===== config.mk =====
export PLATFORM = sky130hd
export DESIGN_NAME = dec_shift_unit
export DESIGN_NICKNAME = d
export VERILOG_FILES = /design/src/rtl/dsr_pkg.sv /design/src/rtl/dsr_digit_shift.sv /design/src/rtl/dsr_bcd_inc.sv /design/src/rtl/dsr_word_tally.sv /design/src/rtl/dec_shift_unit.sv
export SDC_FILE = /design/constraint.sdc
export NUM_CORES = 1
export LEC_CHECK = 0
export BUFFER_PORTS_ARGS = -buffer_cell sky130_fd_sc_hd__buf_2
export CORE_MARGIN = 2
export CORE_UTILIZATION = 29
export CTS_CLUSTER_SIZE = 25
export DETAILED_ROUTE_END_ITERATION = 16
export PLACE_DENSITY_LB_ADDON = 0.3
export SYNTH_ARGS = -nofsm -noshare
export SYNTH_HDL_FRONTEND = slang
export SYNTH_SLANG_ARGS = --single-unit

===== constraint.sdc =====
create_clock -name clk -period 2.9 [get_ports clk]
set_clock_uncertainty 0.05 [all_clocks]
set_input_delay 0.435 -clock clk [delete_from_list [all_inputs] [get_ports clk]]
set_output_delay 0.435 -clock clk [all_outputs]
set_load 0.01 [all_outputs]

===== src/rtl/dsr_pkg.sv =====
package dsr_pkg;

    typedef enum logic [1:0] {
        OP_SHL  = 2'b00,
        OP_SHR  = 2'b01,
        OP_SRND = 2'b10,
        OP_NORM = 2'b11
    } dsr_op_e;

    typedef enum logic [2:0] {
        S_IDLE,
        S_NORM_TEST,
        S_SHIFT,
        S_ROUND,
        S_DONE
    } dsr_state_e;

    // decimal radix: the normalise count saturates here
    localparam logic [3:0] NORM_LIMIT = 4'd10;
    // fixed word-time overhead of every command
    localparam int BASE_WORDS = 3;

endpackage


===== src/rtl/dsr_digit_shift.sv =====
module dsr_digit_shift #(
    parameter int NDIG = 20
) (
    input  logic [4*NDIG-1:0] din,
    input  logic              left,
    output logic [4*NDIG-1:0] dout,
    output logic [3:0]        spill
);
    localparam int MW = 4 * NDIG;

    always_comb begin
        if (left) begin
            dout  = {din[MW-5:0], 4'h0};
            spill = din[MW-1 -: 4];
        end else begin
            dout  = {4'h0, din[MW-1:4]};
            spill = din[3:0];
        end
    end
endmodule


===== src/rtl/dsr_bcd_inc.sv =====
module dsr_bcd_inc #(
    parameter int NDIG = 20
) (
    input  logic [4*NDIG-1:0] din,
    output logic [4*NDIG-1:0] dout
);
    logic [NDIG:0] carry;
    assign carry[0] = 1'b1;

    for (genvar g = 0; g < NDIG; g++) begin : g_digit
        logic nine;
        assign nine         = (din[4*g +: 4] == 4'd9);
        assign carry[g+1]   = carry[g] & nine;
        assign dout[4*g +: 4] = !carry[g] ? din[4*g +: 4] :
                                nine      ? 4'd0 : din[4*g +: 4] + 4'd1;
    end
endmodule


===== src/rtl/dsr_word_tally.sv =====
module dsr_word_tally #(
    parameter int WT_W = 5
) (
    input  logic            clk,
    input  logic            rst_n,
    input  logic            load,
    input  logic [WT_W-1:0] base,
    input  logic            add_two,
    input  logic            add_one,
    output logic [WT_W-1:0] count
);
    always_ff @(posedge clk) begin
        if (!rst_n)       count <= '0;
        else if (load)    count <= base;
        else if (add_two) count <= count + WT_W'(2);
        else if (add_one) count <= count + WT_W'(1);
    end


    tally_monotone_chk: assert property (@(posedge clk) disable iff (!rst_n)
        !load |=> count >= $past(count));
endmodule


===== src/rtl/dec_shift_unit.sv =====
module dec_shift_unit
    import dsr_pkg::*;
#(
    parameter int DIGITS = 10,
    parameter int WT_W   = 5
) (
    input  logic                clk,
    input  logic                rst_n,
    input  logic                start,
    input  logic [1:0]          op_sel,
    input  logic [3:0]          shift_digit,
    input  logic                pos_odd,
    input  logic [4*DIGITS-1:0] upper_in,
    input  logic [4*DIGITS-1:0] lower_in,
    input  logic                sign_in,
    input  logic                ovf_in,
    output logic                busy,
    output logic                done,
    output logic [4*DIGITS-1:0] upper_out,
    output logic [4*DIGITS-1:0] lower_out,
    output logic                sign_out,
    output logic                ovf_out,
    output logic [WT_W-1:0]     word_times
);
    localparam int W      = 4 * DIGITS;
    localparam int MW     = 2 * W;
    localparam int WT_MAX = BASE_WORDS + 1 + 2 * 11 + 1;
    localparam logic [W-1:0] LO_TEN = {{(W-8){1'b0}}, 8'h10};

    dsr_state_e state_q, state_d;
    dsr_op_e    op_q;
    logic [MW-1:0] mag_q, sh_mag, inc_mag;
    logic [3:0]    spill, last_q, rem_q, cnt_q;
    logic          sign_q, ovf_q;
    logic [W-1:0]  up_q, lo_q;
    logic          top_nz, next_top_nz, norm_exit;
    logic [7:0]    stamp;

    assign up_q        = mag_q[MW-1:W];
    assign lo_q        = mag_q[W-1:0];
    assign top_nz      = (mag_q[MW-1 -: 4] != 4'd0);
    assign next_top_nz = (sh_mag[MW-1 -: 4] != 4'd0);
    assign norm_exit   = (cnt_q == NORM_LIMIT) || next_top_nz;
    assign stamp       = (cnt_q >= 4'd9) ? 8'h10 : {4'h0, cnt_q + 4'd1};

    dsr_digit_shift #(.NDIG(2*DIGITS)) u_shift (
        .din   (mag_q),
        .left  (op_q == OP_SHL || op_q == OP_NORM),
        .dout  (sh_mag),
        .spill (spill)
    );

    dsr_bcd_inc #(.NDIG(2*DIGITS)) u_inc (
        .din  (mag_q),
        .dout (inc_mag)
    );

    dsr_word_tally #(.WT_W(WT_W)) u_tally (
        .clk     (clk),
        .rst_n   (rst_n),
        .load    (state_q == S_IDLE && start),
        .base    (WT_W'(BASE_WORDS) + WT_W'(pos_odd)),
        .add_two (state_q == S_SHIFT),
        .add_one (state_q == S_ROUND),
        .count   (word_times)
    );

    // state register
    always_ff @(posedge clk) begin
        if (!rst_n) state_q <= S_IDLE;
        else        state_q <= state_d;
    end

    // next state
    always_comb begin
        state_d = state_q;
        unique case (state_q)
            S_IDLE: if (start) begin
                if (dsr_op_e'(op_sel) == OP_NORM)      state_d = S_NORM_TEST;
                else if (shift_digit != 4'd0)          state_d = S_SHIFT;
                else if (dsr_op_e'(op_sel) == OP_SRND) state_d = S_ROUND;
                else                                   state_d = S_DONE;
            end
            S_NORM_TEST: state_d = (up_q == '0 || top_nz) ? S_DONE : S_SHIFT;
            S_SHIFT: begin
                if (op_q == OP_NORM) begin
                    if (norm_exit) state_d = S_DONE;
                end else if (rem_q == 4'd1) begin
                    state_d = (op_q == OP_SRND) ? S_ROUND : S_DONE;
                end
            end
            S_ROUND: state_d = S_DONE;
            S_DONE:  state_d = S_IDLE;
            default: state_d = S_IDLE;
        endcase
    end

    // datapath
    always_ff @(posedge clk) begin
        if (!rst_n) begin
            op_q   <= OP_SHL;
            mag_q  <= '0;
            sign_q <= 1'b0;
            ovf_q  <= 1'b0;
            rem_q  <= '0;
            cnt_q  <= '0;
            last_q <= '0;
        end else begin
            unique case (state_q)
                S_IDLE: if (start) begin
                    op_q   <= dsr_op_e'(op_sel);
                    mag_q  <= {upper_in, lower_in};
                    sign_q <= sign_in;
                    ovf_q  <= ovf_in;
                    rem_q  <= shift_digit;
                    cnt_q  <= (shift_digit == 4'd0) ? 4'd0 : NORM_LIMIT - shift_digit;
                    last_q <= 4'd0;
                end
                S_NORM_TEST: begin
                    sign_q <= sign_q && (mag_q != '0);
                    if (up_q == '0) begin
                        mag_q <= {lo_q, LO_TEN};
                        ovf_q <= ovf_q || (cnt_q != 4'd0) || (lo_q[W-1 -: 4] == 4'd0);
                    end else if (top_nz) begin
                        mag_q[7:0] <= 8'h00;
                    end
                end
                S_SHIFT: begin
                    if (op_q == OP_NORM) begin
                        mag_q <= norm_exit ? {sh_mag[MW-1:8], stamp} : sh_mag;
                        if (cnt_q == NORM_LIMIT) ovf_q <= 1'b1;
                        else                     cnt_q <= cnt_q + 4'd1;
                    end else begin
                        mag_q  <= sh_mag;
                        last_q <= spill;
                        rem_q  <= rem_q - 4'd1;
                    end
                end
                S_ROUND: begin
                    if (last_q >= 4'd5) mag_q <= inc_mag;
                    ovf_q <= 1'b0;
                end
                S_DONE: ;
                default: ;
            endcase
        end
    end

    // outputs
    always_comb begin
        busy      = (state_q == S_NORM_TEST) || (state_q == S_SHIFT) || (state_q == S_ROUND);
        done      = (state_q == S_DONE);
        upper_out = up_q;
        lower_out = lo_q;
        sign_out  = sign_q;
        ovf_out   = ovf_q;
    end


    done_pulse_chk: assert property (@(posedge clk) disable iff (!rst_n)
        done |=> !done && !busy);

    start_take_chk: assert property (@(posedge clk) disable iff (!rst_n)
        (state_q == S_IDLE && start) |=> (busy || done));

    sign_hold_chk: assert property (@(posedge clk) disable iff (!rst_n)
        (state_q == S_SHIFT) |=> $stable(sign_q));

    round_ovf_chk: assert property (@(posedge clk) disable iff (!rst_n)
        (done && op_q == OP_SRND) |-> !ovf_out);

    norm_stamp_chk: assert property (@(posedge clk) disable iff (!rst_n)
        (done && op_q == OP_NORM) |-> (lower_out[7:0] <= 8'h10 && lower_out[3:0] <= 4'd9));

    word_range_chk: assert property (@(posedge clk) disable iff (!rst_n)
        done |-> (word_times >= WT_W'(BASE_WORDS) && word_times <= WT_W'(WT_MAX)));
endmodule


Yosys cells after proc, flatten, opt, wreduce, memory -nomap -nowiden

Cells that the tools add are included.

Bitwise gates (word level): 18
Reductions and logical operators: 49
Add/subtract/negate cells: 26
Shift operators: 0
Magnitude comparators: 2
Muxes and demuxes: 81
Multiply operators: 0
Div/mod/pow operators: 0
Equal/unequal tests: 59

Operators with widths:

| operator                                             | number |
|---|---|
| one-hot mux 80 bit (4 select lines)                  | 1 |
| two-way mux 80 bit                                   | 3 |
| two-way mux 4 bit                                    | 48 |
| AND reduction 5 bit                                  | 20 |
| adder 4 x 1 -> 4 bit (second input constant)         | 21 |
| equality test 4 bit (second input constant)          | 21 |
| nonzero test 80 bit                                  | 1 |
| two-way mux 72 bit                                   | 1 |
| != test 2 bit (second input constant)                | 26 |
| zero test 40 bit                                     | 1 |
| two-way mux 8 bit                                    | 4 |
| two-way mux 3 bit                                    | 9 |
| one-hot mux 4 bit (2 select lines)                   | 3 |
| two-way mux 5 bit                                    | 4 |
| nonzero test 4 bit                                   | 5 |
| bitwise AND 1 bit                                    | 18 |
| one-hot mux 3 bit (4 select lines)                   | 1 |
| != test 3 bit (second input constant)                | 3 |
| equality test 2 bit (second input constant)          | 4 |
| zero test 4 bit                                      | 2 |
| AND reduction 4 bit                                  | 2 |
| logical OR 1 bit                                     | 7 |
| equality test 3 x 2 -> 1 bit (second input constant) | 2 |
| AND reduction 3 bit                                  | 2 |
| 19 further kinds                                     | 26 |

Latch bits: 0
Input port bits: 92
Memory bits (writable): 0
Output and inout port bits: 89
ROM bits: 0
Memories: 0
Logic and storage cells: 263
Flip-flop bits (word level): 104

Longest topological paths before layout

Depth after elaboration: 22
Mapped depth: 11
Depth with buffers taken out: 8

Cells and area by module

From an unflattened synthesis, not the netlist that was laid out.

Cells, all modules: 1284
Area, all modules: 10010.9 sq um

Modules (own cells, without submodules):

| module          | area an instance (sq um) | cells an instance | times used |
|---|---|---|---|
| dec_shift_unit  | 6258.5                   | 824               | 1 |
| dsr_bcd_inc     | 2117.0                   | 326               | 1 |
| dsr_digit_shift | 1272.5                   | 93                | 1 |
| dsr_word_tally  | 362.8                    | 41                | 1 |

Worst setup path before layout

OpenSTA, ideal clock, no wires.

Path type: register to register
Start: register mag_q[76]
End: register mag_q[26]
Setup slack: 0.095 ns
Arrival time: 2.638 ns
Period minus slack after synthesis: 2.805 ns
Cell stages (with the launch flop): 10
Setup time: 0.116 ns
Path through: dfxtp_1 -> inv_1 -> ha_1 -> or3b_4 -> or4_4 -> o21a_1 -> buf_2 -> nor4_4 -> o21ai_0 -> a31o_2

Cells in the longest elaborated chain, start to end: 3

RTL lines:

| item                                 | line                  | text |
|---|---|---|
| from (decl)                          | dec_shift_unit.sv:32  | `logic [MW-1:0] mag_q, sh_mag, inc_mag;` |
| from (signal assigned)               | dec_shift_unit.sv:112 | `mag_q <= {upper_in, lower_in};` |
| from (signal assigned)               | dec_shift_unit.sv:122 | `mag_q <= {lo_q, LO_TEN};` |
| from (signal assigned)               | dec_shift_unit.sv:130 | `mag_q <= norm_exit ? {sh_mag[MW-1:8], stamp} : sh_mag;` |
| zero test 40 bit                     | dec_shift_unit.sv:121 | `if (up_q == '0) begin` |
| != test 2 bit (no source line)       | --                    |  |
| AND reduction 5 bit (no source line) | --                    |  |

No other way between the ends.
A chain may end at the register's enable or synchronous reset.

Worst setup path in the final report

Start: register state_q[2]
End: output port busy

Cells in the longest elaborated chain, start to end: 3
Elaborated cells on any way between the ends: 5

RTL lines:

| item                                                                         | line                  | text |
|---|---|---|
| from (decl)                                                                  | dec_shift_unit.sv:30  | `dsr_state_e state_q, state_d;` |
| from (signal assigned)                                                       | dec_shift_unit.sv:71  | `else state_q <= state_d;` |
| equality test 3 x 1 -> 1 bit or equality test 3 x 2 -> 1 bit (tied branches) | dec_shift_unit.sv:151 | `busy = (state_q == S_NORM_TEST) \|\| (state_q == S_SHIFT) \|\| (state_q == S_ROUND);` |
| logical OR 1 bit                                                             | dec_shift_unit.sv:151 |  |
| logical OR 1 bit *                                                           | dec_shift_unit.sv:151 |  |
| to (decl)                                                                    | dec_shift_unit.sv:17  | `output logic busy,` |

Mark *: on every way between the ends. The rest lies on a longest branch, timed or not.

==> flow_metrics.tcl <==
set metrics [dict create \
    min_to "op_q[0]$_SDFFE_PN0P_" \
    synth_nets 1363 \
    wl_um 41400 \
    synth_xor_area_share_pct 3.46 \
    p_per_area_nw_per_um2 894 \
    syn_inst 1199 \
    synth-compound-area-share_pct 26.4 \
    path_max_fanout 23 \
    ys.flop_type "dfxtp_1" \
    core_area_um2 30700 \
    finalSetupViolCount 0 \
    overflow 0 \
    hp-class "input pin to register" \
    hold_depth 3 \
    area_growth_pct 26.7 \
    status "finished clean" \
    ys_types 76 \
    required_ns 2.41 \
    final.setup.tns_ns 0 \
    max_cap_violations 0 \
    p_switching_w 0.00512 \
    initial_core_util_pct 29.6 \
    cts_inserted_buffers 9 \
    port_buffers 180 \
    clock_latency_ns 0.37 \
    num_antenna_cells 0 \
    seq_area_frac_synth_pct 22.9 \
    comb_power_share_pct 67.0 \
    yosys_warnings 0 \
    htreeDepth 3 \
    std_cell_rows 64 \
    grt_pass1_wl_um 63500 \
    synth_edf_count 0 \
    slew_headroom_pct 48.8 \
    dpl_cell_area_um2 11200 \
    die_y_um 181 \
    cts_tree "built" \
    synthArstFlopShare_pct 0 \
    yosys.area_share.adder_pct 9.90 \
    fmax_ghz 0.352 \
    num_io_pins 181 \
    drv_slew 0 \
    drt_pass1_iterations 5 \
    initialDrtViolationCount 1062 \
    worst_r2r_path_depth 7 \
    hold_viol 0 \
    hpwl_um 31300 \
    layout-drive-gt1-share_pct 26.7 \
    mostFrequentLayoutCells "buf_2 (179), buf_4 (139), nand2_1 (130)" \
    r2r-start "mag_q[24]$_SDFFE_PN0P_" \
    drc 0 \
    tightest_slew_ns 0.761 \
    min_period_ns 2.84 \
    grt_pass1_vias 10191 \
    ff2ff_setup_slack_ns 0.12 \
    setup.worst_path.class "register to output pin" \
    power_frac_seq_pct 21.5 \
    layout_commonest_cell "buf_2" \
    stdcell_count 1833 \
    vias 10403 \
    cts.clk_slew.worst_paths_ns 0.07 \
    synthTopCellsByArea "dfxtp_1 (23%), ha_1 (9.9%), mux2i_1 (8.8%)" \
    dieArea_um2 32800 \
    cts_num_sinks 104 \
    critPathLaunchType "register" \
    yosys.area_share.simple_pct 20.6 \
    drt.antenna.violating_nets 0 \
    finalInstanceArea_um2 11500 \
    rsz0062_at_grt "no" \
    synth.top_cell.area_share_pct 22.9 \
    synth_mux_area_share_pct 9.95 \
    critPathArrivalTime_ns 2.36 \
    die_w_um 181 \
    gp_congestion 0.933 \
    cts_root_buf "clkbuf_16" \
    fin_nets 1597 \
    worstReg2RegEnd "sign_out$_SDFFE_PN0P_" \
    syn_avg_cell_area_um2 7.59 \
    p_int_w 0.00519 \
    dp_cells 1817 \
    ir_worst_vdd_mv 0.311 \
    hp-start "op_sel[0]" \
    ys_ff_latch 104 \
    vias_per_cell 5.68 \
    synth_top_family_by_area "compound AO/OA/AOI/OAI gates" \
    cts_max_path_buffers 2 \
    fin_crit_sh_pct 98.0 \
    antenna_found_initial 0 \
    power_leakage_nw 5.11 \
    post-synth-top-area-cell "dfxtp_1" \
    worst_setup_path_end_kind "output pin" \
    wl_per_cell_um 22.6 \
    grt_start_max_net_pins 56 \
    grt_util_all_layers_pct 24.9 \
    syn_area_um2 9100 \
    postCtsHoldBufs 0 \
    clkPwrFrac_pct 11.6 \
    p_sw_share_pct 49.6 \
]
[power by group through the flow]
| stage | logic, W | clock network [W] | registers, W |
|---|---|---|---|
| floorplan | 0.00343 | 0 | 0.00262 |
| global placement | 0.00673 | 0 | 0.00222 |
| detailed placement | 0.00676 | 0 | 0.00223 |
| CTS | 0.00678 | 0.00120 | 0.00220 |
| global route | 0.00743 | 0.00126 | 0.00227 |
| finish | 0.00690 | 0.00119 | 0.00221 |
[repair_timing]
item / CTS / global route
buffers inserted: 0 / 1
endpoints found under the setup margin: 0 / 9
gates resized for setup: 0 / 4
[worst max-delay path by stage]
| stage | startpoint | to | slack (ns) | cells after the start |
|---|---|---|---|---|
| 2_1_floorplan | mag_q[76]$_SDFFE_PN0P_ | mag_q[26]$_SDFFE_PN0P_ | 0.1 | 9 |
| 3_3_place_gp | mag_q[76]$_SDFFE_PN0P_ | mag_q[19]$_SDFFE_PN0P_ | 0.07 | 8 |
| 3_5_place_dp | mag_q[76]$_SDFFE_PN0P_ | mag_q[17]$_SDFFE_PN0P_ | 0.03 | 8 |
| 4_1_cts | mag_q[76]$_SDFFE_PN0P_ | mag_q[17]$_SDFFE_PN0P_ | 0.01 | 8 |
| 5_1_grt | state_q[2]$_SDFFE_PN0P_ | busy | 0.01 | 5 |
| 6_report | state_q[2]$_SDFFE_PN0P_ | busy | 0.06 | 5 |
[worst max-delay path: stages, from the launching register on]
cell and delay, ns:
dfxtp_1 0.60, buf_4 0.27, inv_1 0.10, o21ai_2 0.26, inv_2 0.47, buf_2 0.27
[per-layer routing]
layer | global-route usage (%) | share of wire [%] | up-vias
li1 | - | - | 4865
met2 | 40.9 | 46 | 509
met4 | 6.99 | 2.7 | 0
met5 | 0 | 0 | -
met1 | 33.2 | 43 | 4959
met3 | 4.70 | 8.1 | 70
[cell families after synthesis]
group,count (synthesis)
AO/OA/AOI/OAI,359
XOR/XNOR,36
adder cells (fa/ha/maj),72
buffers and inverters,162
flip-flops,104
multiplexers,89
AND/OR/NAND/NOR,377
[registers in the layout, summed over array words and instances, names as in the netlist]
register / flops
rem_q: 4
mag_q: 80
u_tally.count: 5
cnt_q: 4
state_q: 3
sign_out: 1
last_q: 4
ovf_out: 1
op_q: 2
[layout make-up]
type / count / area, um^2
Fill cell: 3302 / 19200
Multi-Input combinational cell: 933 / 6440
Sequential cell: 104 / 2080
Timing Repair Buffer: 322 / 2020
Tap cell: 396 / 495
Inverter: 63 / 236
Clock buffer: 9 / 225
Clock inverter: 6 / 36.3
[synthesized netlist by cell type (4+ instances only)]
master       n
nand3b_1    13
mux2i_1     80
xor2_1      20
ha_1        72
nand4_1      9
o211ai_1    27
nand2b_1    16
a222oi_1     8
a211oi_1    23
or2_2        5
o22ai_1     16
a31oi_1      7
o2bb2ai_1    6
a22oi_1      8
nor3b_1      8
a21oi_1     86
o2111ai_1    7
dfxtp_1    104
o21ai_0     74
inv_1       63
nor4_1       9
o221ai_1    33
nor2b_1      8
nand3_1     49
o21ai_1      5
o31ai_1     14
o221a_2      4
mux2_2       8
clkbuf_1    77
nand2_1    130
xnor2_1     16
a221oi_1     5
nor3_1      21
a311oi_1     5
o21a_1       7
buf_1       17
nor2_1      75
[through the flow]
step | power (W) | util [%] | hold slack, ns | worst slack [ns]
final | 0.0103 | 37.5 | 0.289 | 0.0594
after global routing | 0.0110 | 37.5 | 0.282 | 0.00977
after CTS | 0.0102 | 37.4 | 0.284 | 0.0134
after detailed placement | 0.00899 | 36.6 | 0.423 | 0.0284
after global placement | 0.00895 | 36.6 | 0.420 | 0.0747
after floorplan | 0.00605 | - | 0.404 | 0.0954
Power figures use the tool's default switching activity.
